### src/rtl/steal_dma_pkg.sv
package steal_dma_pkg;

  localparam logic [2:0] OFS_CTRL = 3'd0;
  localparam logic [2:0] OFS_DEV  = 3'd1;
  localparam logic [2:0] OFS_MEM  = 3'd2;
  localparam logic [2:0] OFS_CNT  = 3'd3;
  localparam logic [2:0] OFS_STAT = 3'd4;

  typedef enum logic [2:0] {
    SQ_IDLE,
    SQ_REQ,
    SQ_RD,
    SQ_WR,
    SQ_GAP
  } seq_state_t;

endpackage

### src/rtl/steal_dma_regs.sv
module steal_dma_regs
  import steal_dma_pkg::*;
#(
  parameter int ADDR_W = 16,
  parameter int DATA_W = 32,
  parameter int CNT_W  = 12
) (
  input  logic              clk,
  input  logic              rst,
  input  logic              cfg_we,
  input  logic [2:0]        cfg_addr,
  input  logic [DATA_W-1:0] cfg_wdata,
  output logic [DATA_W-1:0] cfg_rdata,
  input  logic              seq_busy_i,
  input  logic              step_i,
  input  logic              fin_i,
  output logic              go_o,
  output logic              dir_o,
  output logic [ADDR_W-1:0] dev_o,
  output logic [ADDR_W-1:0] mem_o,
  output logic [CNT_W-1:0]  cnt_o,
  output logic              irq_o
);

  logic busy_all;
  logic start_hit;
  logic clr_hit;
  logic done_q;
  logic [DATA_W-1:0] rd_n;

  // A start is in flight from the accepting edge until the sequencer takes it.
  assign busy_all  = seq_busy_i | go_o;
  assign start_hit = cfg_we && (cfg_addr == OFS_CTRL) && cfg_wdata[0] && !busy_all;
  assign clr_hit   = cfg_we && (cfg_addr == OFS_STAT) && cfg_wdata[1];
  assign irq_o     = done_q;

  always_ff @(posedge clk) begin
    if (rst) begin
      go_o   <= 1'b0;
      dir_o  <= 1'b0;
      dev_o  <= '0;
      mem_o  <= '0;
      cnt_o  <= '0;
      done_q <= 1'b0;
    end else begin
      go_o <= start_hit && (cnt_o != '0);
      if (!busy_all && cfg_we) begin
        unique case (cfg_addr)
          OFS_CTRL: dir_o <= cfg_wdata[1];
          OFS_DEV:  dev_o <= cfg_wdata[ADDR_W-1:0];
          OFS_MEM:  mem_o <= cfg_wdata[ADDR_W-1:0];
          OFS_CNT:  cnt_o <= cfg_wdata[CNT_W-1:0];
          default: ;
        endcase
      end
      if (step_i) begin
        mem_o <= mem_o + 1'b1;
        cnt_o <= cnt_o - 1'b1;
      end
      if (fin_i || (start_hit && (cnt_o == '0)))
        done_q <= 1'b1;
      else if (clr_hit)
        done_q <= 1'b0;
    end
  end

  always_comb begin
    rd_n = '0;
    unique case (cfg_addr)
      OFS_CTRL: rd_n[1]          = dir_o;
      OFS_DEV:  rd_n[ADDR_W-1:0] = dev_o;
      OFS_MEM:  rd_n[ADDR_W-1:0] = mem_o;
      OFS_CNT:  rd_n[CNT_W-1:0]  = cnt_o;
      OFS_STAT: rd_n[1:0]        = {done_q, busy_all};
      default: ;
    endcase
  end

  always_ff @(posedge clk) begin
    if (rst) cfg_rdata <= '0;
    else     cfg_rdata <= rd_n;
  end

  AST_IRQ_STICKY: assert property (@(posedge clk) disable iff (rst)
    irq_o && !clr_hit |=> irq_o);

  AST_PARAMS_FROZEN: assert property (@(posedge clk) disable iff (rst)
    busy_all |=> $stable(dev_o) && $stable(dir_o));

  AST_ZERO_START: assert property (@(posedge clk) disable iff (rst)
    start_hit && (cnt_o == '0) |=> !go_o && irq_o);

endmodule

### src/rtl/steal_dma_seq.sv
module steal_dma_seq
  import steal_dma_pkg::*;
#(
  parameter int ADDR_W = 16,
  parameter int DATA_W = 32,
  parameter int CNT_W  = 12
) (
  input  logic              clk,
  input  logic              rst,
  input  logic              go_i,
  input  logic              dir_i,
  input  logic [ADDR_W-1:0] dev_i,
  input  logic [ADDR_W-1:0] mem_i,
  input  logic [CNT_W-1:0]  cnt_i,
  input  logic              bus_grant_i,
  input  logic              bus_ready_i,
  input  logic [DATA_W-1:0] bus_rdata_i,
  output logic              bus_req_o,
  output logic              bus_valid_o,
  output logic              bus_write_o,
  output logic [ADDR_W-1:0] bus_addr_o,
  output logic [DATA_W-1:0] bus_wdata_o,
  output logic              busy_o,
  output logic              step_o,
  output logic              fin_o
);

  localparam logic [CNT_W-1:0] CNT_LAST = CNT_W'(1);

  seq_state_t st_q;

  assign busy_o = (st_q != SQ_IDLE);
  assign step_o = (st_q == SQ_WR) && bus_ready_i;
  assign fin_o  = step_o && (cnt_i == CNT_LAST);

  // bus_wdata_o doubles as the one-word holding register.
  always_ff @(posedge clk) begin
    if (rst) begin
      st_q        <= SQ_IDLE;
      bus_req_o   <= 1'b0;
      bus_valid_o <= 1'b0;
      bus_write_o <= 1'b0;
      bus_addr_o  <= '0;
      bus_wdata_o <= '0;
    end else begin
      unique case (st_q)
        SQ_IDLE: if (go_i) begin
          st_q      <= SQ_REQ;
          bus_req_o <= 1'b1;
        end
        SQ_REQ: if (bus_grant_i) begin
          st_q        <= SQ_RD;
          bus_valid_o <= 1'b1;
          bus_write_o <= 1'b0;
          bus_addr_o  <= dir_i ? mem_i : dev_i;
        end
        SQ_RD: if (bus_ready_i) begin
          st_q        <= SQ_WR;
          bus_write_o <= 1'b1;
          bus_addr_o  <= dir_i ? dev_i : mem_i;
          bus_wdata_o <= bus_rdata_i;
        end
        SQ_WR: if (bus_ready_i) begin
          st_q        <= (cnt_i == CNT_LAST) ? SQ_IDLE : SQ_GAP;
          bus_valid_o <= 1'b0;
          bus_write_o <= 1'b0;
          bus_req_o   <= 1'b0;
        end
        SQ_GAP: begin
          st_q      <= SQ_REQ;
          bus_req_o <= 1'b1;
        end
        default: st_q <= SQ_IDLE;
      endcase
    end
  end

  AST_VALID_NEEDS_REQ: assert property (@(posedge clk) disable iff (rst)
    bus_valid_o |-> bus_req_o);

  AST_GRANT_FIRST: assert property (@(posedge clk) disable iff (rst)
    $rose(bus_valid_o) |-> $past(bus_grant_i));

  AST_READ_LEADS: assert property (@(posedge clk) disable iff (rst)
    $rose(bus_valid_o) |-> !bus_write_o);

  AST_HOLD_CARRIED: assert property (@(posedge clk) disable iff (rst)
    $rose(bus_write_o) |-> bus_wdata_o == $past(bus_rdata_i));

  AST_ONE_WORD_TENURE: assert property (@(posedge clk) disable iff (rst)
    $fell(bus_req_o) |-> $past(bus_valid_o && bus_write_o && bus_ready_i));

endmodule

### src/rtl/steal_dma.sv
module steal_dma #(
  parameter int ADDR_W = 16,
  parameter int DATA_W = 32,
  parameter int CNT_W  = 12
) (
  input  logic              clk,
  input  logic              rst,
  input  logic              cfg_we,
  input  logic [2:0]        cfg_addr,
  input  logic [DATA_W-1:0] cfg_wdata,
  output logic [DATA_W-1:0] cfg_rdata,
  output logic              bus_req,
  input  logic              bus_grant,
  output logic              bus_valid,
  output logic              bus_write,
  output logic [ADDR_W-1:0] bus_addr,
  output logic [DATA_W-1:0] bus_wdata,
  input  logic [DATA_W-1:0] bus_rdata,
  input  logic              bus_ready,
  output logic              irq
);

  logic              go;
  logic              dir;
  logic [ADDR_W-1:0] dev_a;
  logic [ADDR_W-1:0] mem_a;
  logic [CNT_W-1:0]  cnt;
  logic              seq_busy;
  logic              step;
  logic              fin;

  steal_dma_regs #(.ADDR_W(ADDR_W), .DATA_W(DATA_W), .CNT_W(CNT_W)) regs_i (
    .clk(clk), .rst(rst),
    .cfg_we(cfg_we), .cfg_addr(cfg_addr), .cfg_wdata(cfg_wdata), .cfg_rdata(cfg_rdata),
    .seq_busy_i(seq_busy), .step_i(step), .fin_i(fin),
    .go_o(go), .dir_o(dir), .dev_o(dev_a), .mem_o(mem_a), .cnt_o(cnt),
    .irq_o(irq)
  );

  steal_dma_seq #(.ADDR_W(ADDR_W), .DATA_W(DATA_W), .CNT_W(CNT_W)) seq_i (
    .clk(clk), .rst(rst),
    .go_i(go), .dir_i(dir), .dev_i(dev_a), .mem_i(mem_a), .cnt_i(cnt),
    .bus_grant_i(bus_grant), .bus_ready_i(bus_ready), .bus_rdata_i(bus_rdata),
    .bus_req_o(bus_req), .bus_valid_o(bus_valid), .bus_write_o(bus_write),
    .bus_addr_o(bus_addr), .bus_wdata_o(bus_wdata),
    .busy_o(seq_busy), .step_o(step), .fin_o(fin)
  );

endmodule

### config.mk
export PLATFORM = sky130hd
export DESIGN_NAME = steal_dma
export DESIGN_NICKNAME = d
export VERILOG_FILES = /design/src/rtl/steal_dma_pkg.sv /design/src/rtl/steal_dma_regs.sv /design/src/rtl/steal_dma_seq.sv /design/src/rtl/steal_dma.sv
export SDC_FILE = /design/constraint.sdc
export NUM_CORES = 1
export LEC_CHECK = 0
export ABC_AREA = 1
export BUFFER_PORTS_ARGS = -buffer_cell sky130_fd_sc_hd__buf_4
export CAP_MARGIN = 25
export CORE_MARGIN = 10
export CORE_UTILIZATION = 49
export CTS_BUF_LIST = sky130_fd_sc_hd__clkbuf_2 sky130_fd_sc_hd__clkbuf_4 sky130_fd_sc_hd__clkbuf_8
export DETAILED_ROUTE_END_ITERATION = 8
export MAX_ROUTING_LAYER = met4
export PLACE_DENSITY_LB_ADDON = 0.3
export REMOVE_ABC_BUFFERS = 1
export SLEW_MARGIN = 15
export SYNTH_ARGS = -nofsm -noshare
export SYNTH_HDL_FRONTEND = slang
export SYNTH_SLANG_ARGS = --single-unit
### constraint.sdc
create_clock -name clk -period 1.5 [get_ports clk]
set_input_delay 0.15 -clock clk [delete_from_list [all_inputs] [get_ports clk]]
set_output_delay 0.15 -clock clk [all_outputs]
set_load 0.02 [all_outputs]
==> results of run 1 <==
[cells by family after synthesis]
group,Yosys count,share of synthesized area [%]
compound gates,197,18.12
xor+xnor,3,0.7945
fa+ha+maj,4,0.8826
buf+inv,185,13.92
flops,117,41.31
other cells,1,0.06613
simple gates,333,24.91
[worst max path at each step]
stage | startpoint | to | slack (ns)
after CTS | regs_i.mem_o[0] | regs_i.mem_o[12] | 0.007
after global placement | seq_i.st_q[1] | seq_i.bus_addr_o[10] | -0.007
final | seq_i.st_q[1] | seq_i.bus_wdata_o[2] | 0.06
after global routing | seq_i.st_q[0] | seq_i.bus_write_o | -0.03
after detailed placement | seq_i.st_q[0] | regs_i.mem_o[9] | -0.02
after floorplan | seq_i.st_q[1] | seq_i.bus_wdata_o[0] | -0.93
[Yosys cell counts (all sizes together)]
cell | n | area share, %
a21oi | 91 | 8.0
a22oi | 1 | 0.13
a31oi | 12 | 1.3
buf | 34 | 3.9
clkbuf | 20 | 1.3
clkinv | 1 | 0.066
conb | 1 | 0.066
dfxtp | 117 | 41
ha | 4 | 0.88
inv | 130 | 8.6
nand2 | 193 | 13
nand3 | 62 | 5.8
nand4 | 5 | 0.66
nor2 | 68 | 5.2
nor3 | 4 | 0.35
o211ai | 2 | 0.26
o21ai | 79 | 7.0
o22ai | 12 | 1.3
or2 | 1 | 0.11
xor2 | 3 | 0.79
[cell type report]
| class | instances | area (µm²) |
|---|---|---|
| Antenna cell | 1 | 2.502 |
| Clock buffer | 18 | 247.7 |
| Clock inverter | 13 | 110.1 |
| Fill cell | 929 | 3511 |
| Inverter | 131 | 501.7 |
| Multi-Input combinational cell | 553 | 2696 |
| Sequential cell | 117 | 2365 |
| Tap cell | 143 | 178.9 |
| Timing Repair Buffer | 206 | 1757 |
[flip-flops by register name, summed over array words and instances, names as in the netlist, 3 cells and up]
| register | count |
|---|---|
| seq_i.st_q | 3 |
| regs_i.dev_o | 16 |
| seq_i.bus_addr_o | 16 |
| regs_i.mem_o | 16 |
| regs_i.cnt_o | 12 |
| seq_i.bus_wdata_o | 32 |
| regs_i.cfg_rdata | 16 |
[layer usage]
| metal | vias up | track usage [%] | share of wire [%] |
|---|---|---|---|
| li1 | 3036 | - | - |
| met2 | 274 | 35.54 | 47 |
| met3 | 42 | 5.294 | 7.9 |
| met5 | - | - | 0 |
| met4 | 0 | 8.940 | 2.6 |
| met1 | 2742 | 25.26 | 42 |
[where the power goes]
| group | internal [mW] | switching [mW] | total (mW) | leakage [nW] |
|---|---|---|---|---|
| logic | 1.44 | 2.09 | 3.53 | 2.38 |
| registers | 3.46 | 0.229 | 3.69 | 0.953 |
| clock network | 1.33 | 1.37 | 2.70 | 0.172 |
| total | 6.22 | 3.69 | 9.91 | 3.50 |
[placed cells by master, fill, tap and decap left out, types with 2 or more instances in the layout]
cell,count
nand2_2,6
nor3_1,3
o21ai_0,71
a21oi_1,89
o211ai_1,2
inv_2,6
inv_4,2
dlygate4sd3_1,35
a31oi_1,12
o21ai_1,7
nand2_1,187
nand3_4,2
nor2_4,4
a21oi_2,2
clkinv_2,5
o22ai_1,12
buf_6,6
clkinvlp_4,5
nor2_1,54
nand3_2,2
dfxtp_2,3
inv_1,121
nand4_1,4
clkbuf_8,18
dfxtp_4,5
buf_12,6
dfxtp_1,109
conb_1,16
nand3_1,58
xor2_1,2
inv_6,2
nor2_2,9
buf_4,157
ha_1,3
[per-stage QoR]
| stage | std cells | TNS [ns] | utilization (%) |
|---|---|---|---|
| 2_1_floorplan | 801 | -38.35 | - |
| 3_3_place_gp | 1112 | -0.006632 | 60.88 |
| 3_5_place_dp | 1112 | -0.09850 | 60.88 |
| 4_1_cts | 1178 | 0 | 67.27 |
| 5_1_grt | 1182 | -0.2648 | 69.12 |
| 6_report | 1182 | 0 | 69.12 |
[tightest hold or removal path, stage by stage]
cell and delay [ns]:
buf_4 0.09, o21ai_1 0.06, a21oi_1 0.10
[timing repair]
action                                  in CTS  in global routing
setup buffers                                0                  2
gates cloned                                 0                  1
endpoints found under the setup margin      21                 62
resized for setup                            5                 56
endpoints found under the hold margin       35                  0
pin swaps                                    0                  4
hold buffers                                35                  0
==> out/qor.txt, run 1 <==
================================================================================
Status                                                              finished with violations
Violations in the final reports                                      hold timing
Half-perimeter wire length of the detailed placement result             12030 µm
Period utilisation layout                                                 96.02%
Setup ws final                                                        0.05970 ns
Layout area overhead                                                      38.59%
Path length in cells of the critical path                                      5
Area of the core                                                       11370 µm²
Register-to-register setup slack                                         0.06 ns
Global route total overflow                                                    0
Total global routing track utilization                                    21.80%
Worst Setup Path Type                                               flop to flop
Fmax achieved                                                          694.3 MHz
Worst Max-Slew Pin Slew                                                0.6246 ns
Final Cell Area                                                         7859 µm²
Detail Route Antenna Nets                                                      0
Worst-path maximum fanout                                                     23
Total via count after detailed routing                                      6094
CP Capture Type                                                             flop
Final weighted congestion of routability-driven global placement          0.9383
Synth unique cells                                                            34
Wire length of the first global-routing pass                            28300 µm
Floorplan die width                                                     127.6 µm
Reg2reg end                                                         seq_i.bus_wdata_o[2]
Total Die Area                                                         16280 µm²
Hold EP                                                             regs_i.dev_o[13]
H-tree depth reported by CTS                                                   4
Delay of the slowest cell on the worst path                              0.40 ns
Avg Synthesized Cell Area                                              6.751 µm²
Arrival @ worst endpoint                                                 1.76 ns
Sequential fraction of the synthesis area                                 41.31%
Shortest period the worst path allows                                   1.440 ns
Count of standard-cell rows                                                   39
Starting density of the core                                              49.87%
Hold path cells                                                                3
Unrepaired setup endpoints after global routing                             true
Wire length reported by the detailed router                             18090 µm
Number of DRC violations after detailed-routing iteration 0                  508
Final hold slack                                                     -0.01521 ns
DR DRC count                                                                   0
Die height                                                              127.6 µm
Fraction of final layout cells sized beyond drive strength 1              24.18%
CP startpoint kind                                                          flop
Leakage power                                                           3.501 nW
Peak supply drop                                                       0.8286 mV
Post-layout total power                                                 9.913 mW
Synth Register Bits                                                          117
CTS tree                                                                     yes
Quantity of I/O buffers inserted on ports                                    123
Top delay family on crit path                                         flip-flops
Final setup fails                                                              0
Max transition margin                                                     58.36%
Clock Skew                                                            0.01258 ns
Routed via count divided by cell count                                     5.156
Number of pins exceeding their max-slew limit in the final report              0
WL/cell                                                                 15.30 µm
Worst R2R Start                                                     seq_i.st_q[1]
Hold violation total from the final report                                     1
PwrDens                                                              1261 nW/µm²
Placement-stage cell area                                               6922 µm²
Drt first pass iters                                                           5
Cts bufs inserted                                                             17
Synth warn                                                                     0
Data required time of the worst path                                     1.82 ns
Number of global-route vias before repair                                   5844
Layout net count                                                            1102
Pin count of the biggest net entering global routing                          65
Cell Chain, Critical Path                                           buf_4 -> nand4_1 -> buf_12 -> o21ai_0 -> a21oi_1
Number of I/O pins                                                           156
Count of maximum capacitance violations                                        0
Worst setup slack after placement                                    -0.02222 ns
Initial antenna violation count                                                1
Launch instance of the worst min-delay path                         cfg_wdata[13]
Crit path buffers/inverters                                                    2
Class of the tightest hold or removal check                         input port to flop
Clock slew at reported path FFs                                          0.07 ns
Worst reg2reg path depth                                                       5
Sinks on the clock net                                                       117
Synth Cell Area                                                         5670 µm²
Critical-path top delay cell                                             dfxtp_4
Clock root buffer master                                                clkbuf_8
Maximum count of clock buffers along a single path                             2
Gate Count Post-Synth                                                        840
Worst-skew pair later-pin latency                                        0.45 ns
================================================================================
No activity file was read; power rests on OpenSTA's default activity.
==> run 2: changes to the inputs <==
--- a/config.mk
+++ b/config.mk
@@ -9,7 +9,7 @@
 export BUFFER_PORTS_ARGS = -buffer_cell sky130_fd_sc_hd__buf_4
 export CAP_MARGIN = 25
 export CORE_MARGIN = 10
-export CORE_UTILIZATION = 49
+export CORE_UTILIZATION = 45
 export CTS_BUF_LIST = sky130_fd_sc_hd__clkbuf_2 sky130_fd_sc_hd__clkbuf_4 sky130_fd_sc_hd__clkbuf_8
 export DETAILED_ROUTE_END_ITERATION = 8
 export MAX_ROUTING_LAYER = met4
==> constraint.sdc (replaced) <==
create_clock -name clk -period 1.6 [get_ports clk]
set_input_delay 0.16 -clock clk [delete_from_list [all_inputs] [get_ports clk]]
set_output_delay 0.16 -clock clk [all_outputs]
set_load 0.02 [all_outputs]
==> run 2 against run 1 <==
Net effect: the flow now finishes without violations; design area shrank 0.51%; largest power group unchanged; largest cell class unchanged; non-clock buffer count shrank 1; register-to-register slack gained 0.03 ns; clock-buffer cell count up 3; sequential cell count unchanged; global-route usage shrank 0.72 points; highest routed layer unchanged; critical path depth is 3 higher.
==> out/qor.txt, run 2 (synthesis gave the netlist of run 1 again) <==
================================================================================
Status                                                              complete, no violations
Worst-path maximum fanout                                                      7   -70%
Arrival @ worst endpoint                                                 1.90 ns   +0.14 ns
Critical-path top delay cell                                             dfxtp_4
Share of power burned in combinational logic                               33.6%   -2.0 points
Half-perimeter wire length of the detailed placement result             12790 µm   +6.4%
Starting density of the core                                              46.63%   -3.2 points
Maximum count of clock buffers along a single path                             2   unchanged
Largest register FFs                                                          32   unchanged
Floorplan die width                                                     132.3 µm   +3.7%
Worst Setup Path Type                                               flop to flop
Clock power frac                                                           30.6%   +3.4 points
Wire length of the first global-routing pass                            29480 µm   +4.1%
Worst R2R Start                                                     seq_i.st_q[1]
Total Die Area                                                         17490 µm²   +7.5%
DR DRC count                                                                   0   unchanged
Switch share                                                              35.18%   -2.0 points
Area of the core                                                       12160 µm²   +7.0%
Final hold slack                                                      0.01713 ns   +0.03234 ns
Layout area overhead                                                      37.89%
H-tree depth reported by CTS                                                   4   unchanged
Number of global-route vias before repair                                   5802   -0.72%
WL/cell                                                                 15.12 µm   -1.2%
Total via count after detailed routing                                      6028   -1.1%
Share of total power in sequential cells                                   35.8%   -1.4 points
Final weighted congestion of routability-driven global placement          0.9081   -3.2%
Drt first pass iters                                                           6   +1
Wire length reported by the detailed router                             18240 µm   +0.82%
Number of DRC violations after detailed-routing iteration 0                  436   -14%
Commonest non-fill, non-tap cells in the layout                     nand2_1 (192), buf_4 (162), inv_1 (122)
Sinks on the clock net                                                       117   unchanged
Hold violation total from the final report                                     0   -1
Total Negative Setup Slacks                                                 0 ns   unchanged
Launch instance of the worst min-delay path                         bus_rdata[17]
Die height                                                              132.3 µm   +3.7%
Initial antenna violation count                                                0   -1
Cell Chain, Critical Path                                           buf_4 -> nand3_4 -> nand2_2 -> inv_2 -> nor2_8 -> buf_12 -> nand3_1 -> a21oi_2
Count of standard-cell rows                                                   40   +2.6%
Total global routing track utilization                                    21.08%   -0.72 points
Worst-skew pair later-pin latency                                        0.45 ns   about the same
Launching element of the worst setup path                           seq_i.st_q[1]
Most common library cell in the layout ignoring fill and taps            nand2_1
Peak supply drop                                                       0.6080 mV   -27%
Number of pins exceeding their max-slew limit in the final report              0   unchanged
Clock root buffer master                                                clkbuf_8
Cts bufs inserted                                                             17   unchanged
Fmax achieved                                                          661.8 MHz   -4.7%
CTS tree                                                                     yes
Shortest period the worst path allows                                   1.511 ns   +0.07082 ns
Class of the tightest hold or removal check                         input port to flop
Detail Route Antenna Nets                                                      0   unchanged
Antenna diode count                                                            0   -1
Quantity of I/O buffers inserted on ports                                    123   unchanged
Internal power                                                          6.247 mW   +0.38%
Top register by number of flip-flops                                seq_i.bus_wdata_o
Crit path buffers/inverters                                                    3   +1
Delay of the slowest cell on the worst path                              0.38 ns   -0.02 ns
Routed via count divided by cell count                                     4.998   -3.1%
Fraction of final layout cells sized beyond drive strength 1              22.06%   -2.1 points
Pin count of the biggest net entering global routing                          66   +1.5%
Global route total overflow                                                    0   unchanged
Leakage power                                                           3.483 nW   -0.51%
Clock Skew                                                           0.007980 ns   -0.004604 ns
Period utilisation layout                                                 94.44%   -1.6 points
Count of maximum capacitance violations                                        0   unchanged
Final setup fails                                                              0   unchanged
Switching power total                                                   3.391 mW   -8.1%
Clock slew at reported path FFs                                          0.07 ns   about the same
Data required time of the worst path                                     1.99 ns   +0.17 ns
CP startpoint kind                                                          flop
Final-layout fill cell count                                                1096   +18%
CP Capture Type                                                             flop
Number of I/O pins                                                           156   unchanged
Layout net count                                                            1101   -0.091%
PwrDens                                                              1233 nW/µm²   -2.3%
Top delay family on crit path                                       simple AND/OR/NAND/NOR gates
================================================================================
==> run 2: changes by cell type in the layout (fill, tap and decap cells not counted), sizes merged <==
cell | before | now
clkinvlp | 5 | 3
inv | 131 | 130
clkbuf | 19 | 21
buf | 170 | 166
dlygate4sd3 | 35 | 39
clkinv | 7 | 6
diode | 1 | 0
bufinv | 1 | 3
==> run 2: what timing repair did <==
item                       CTS  global route
setup endpoints to repair    4            41
buffers inserted             0             2
gates resized for setup      2            17
hold buffers                39             0
hold endpoints to repair    39             0
pin swaps                    1             1
==> run 2: through the flow <==
step           instance area [µm²]  power, mW  setup WS, ns  util (%)  cells
5_1_grt                       7819      10.15      -0.01800     64.29   1206
3_3_place_gp                  6898      6.378       0.03068     56.72   1133
6_report                      7819      9.637       0.08889     64.29   1206
3_5_place_dp                  6898      6.421      -0.01244     56.72   1133
2_1_floorplan                 5431      5.155       -0.8255         -    801
4_1_cts                       7735      9.444       0.01692     63.60   1204
==> run 2: path summary, 6_finish.rpt <==
path | end | slack [ns] | cells after the start
setup / recovery | seq_i.bus_addr_o[8] | 0.09 | 8
setup reg to reg | seq_i.bus_addr_o[8] | 0.09 | 8
hold reg to reg | seq_i.bus_wdata_o[27] | 0.45 | 2
hold / removal | seq_i.bus_wdata_o[17] | 0.02 | 3
==> run 2: metal layers <==
layer  track usage (%)  wire, µm
met3             4.611      1000
met1             24.76      7956
met2             33.64      8677
met5                 -         0
met4             9.902       601
==> run 2: final cells by class <==
| type | instances | area [µm²] | area share, % |
|---|---|---|---|
| Clock buffer | 21 | 289.0 | 3.697 |
| Clock inverter | 11 | 148.9 | 1.904 |
| Inverter | 131 | 499.2 | 6.385 |
| Multi-Input combinational cell | 553 | 2643 | 33.80 |
| Sequential cell | 117 | 2351 | 30.07 |
| Tap cell | 168 | 210.2 | 2.688 |
| Timing Repair Buffer | 205 | 1678 | 21.46 |
==> run 2: tightest hold or removal path, stage by stage <==
cell     delay, ns
buf_4         0.08
o21ai_0       0.07
a21oi_1       0.11
==> run 2: power by group through the flow <==
stage                     clock network, mW  registers, mW  logic, mW
final                                  2.95           3.45       3.23
after global routing                   3.11           3.50       3.55
after CTS                              2.99           3.43       3.02
after detailed placement                  0           3.49       2.93
after global placement                    0           3.48       2.90
after floorplan                           0           3.76       1.40
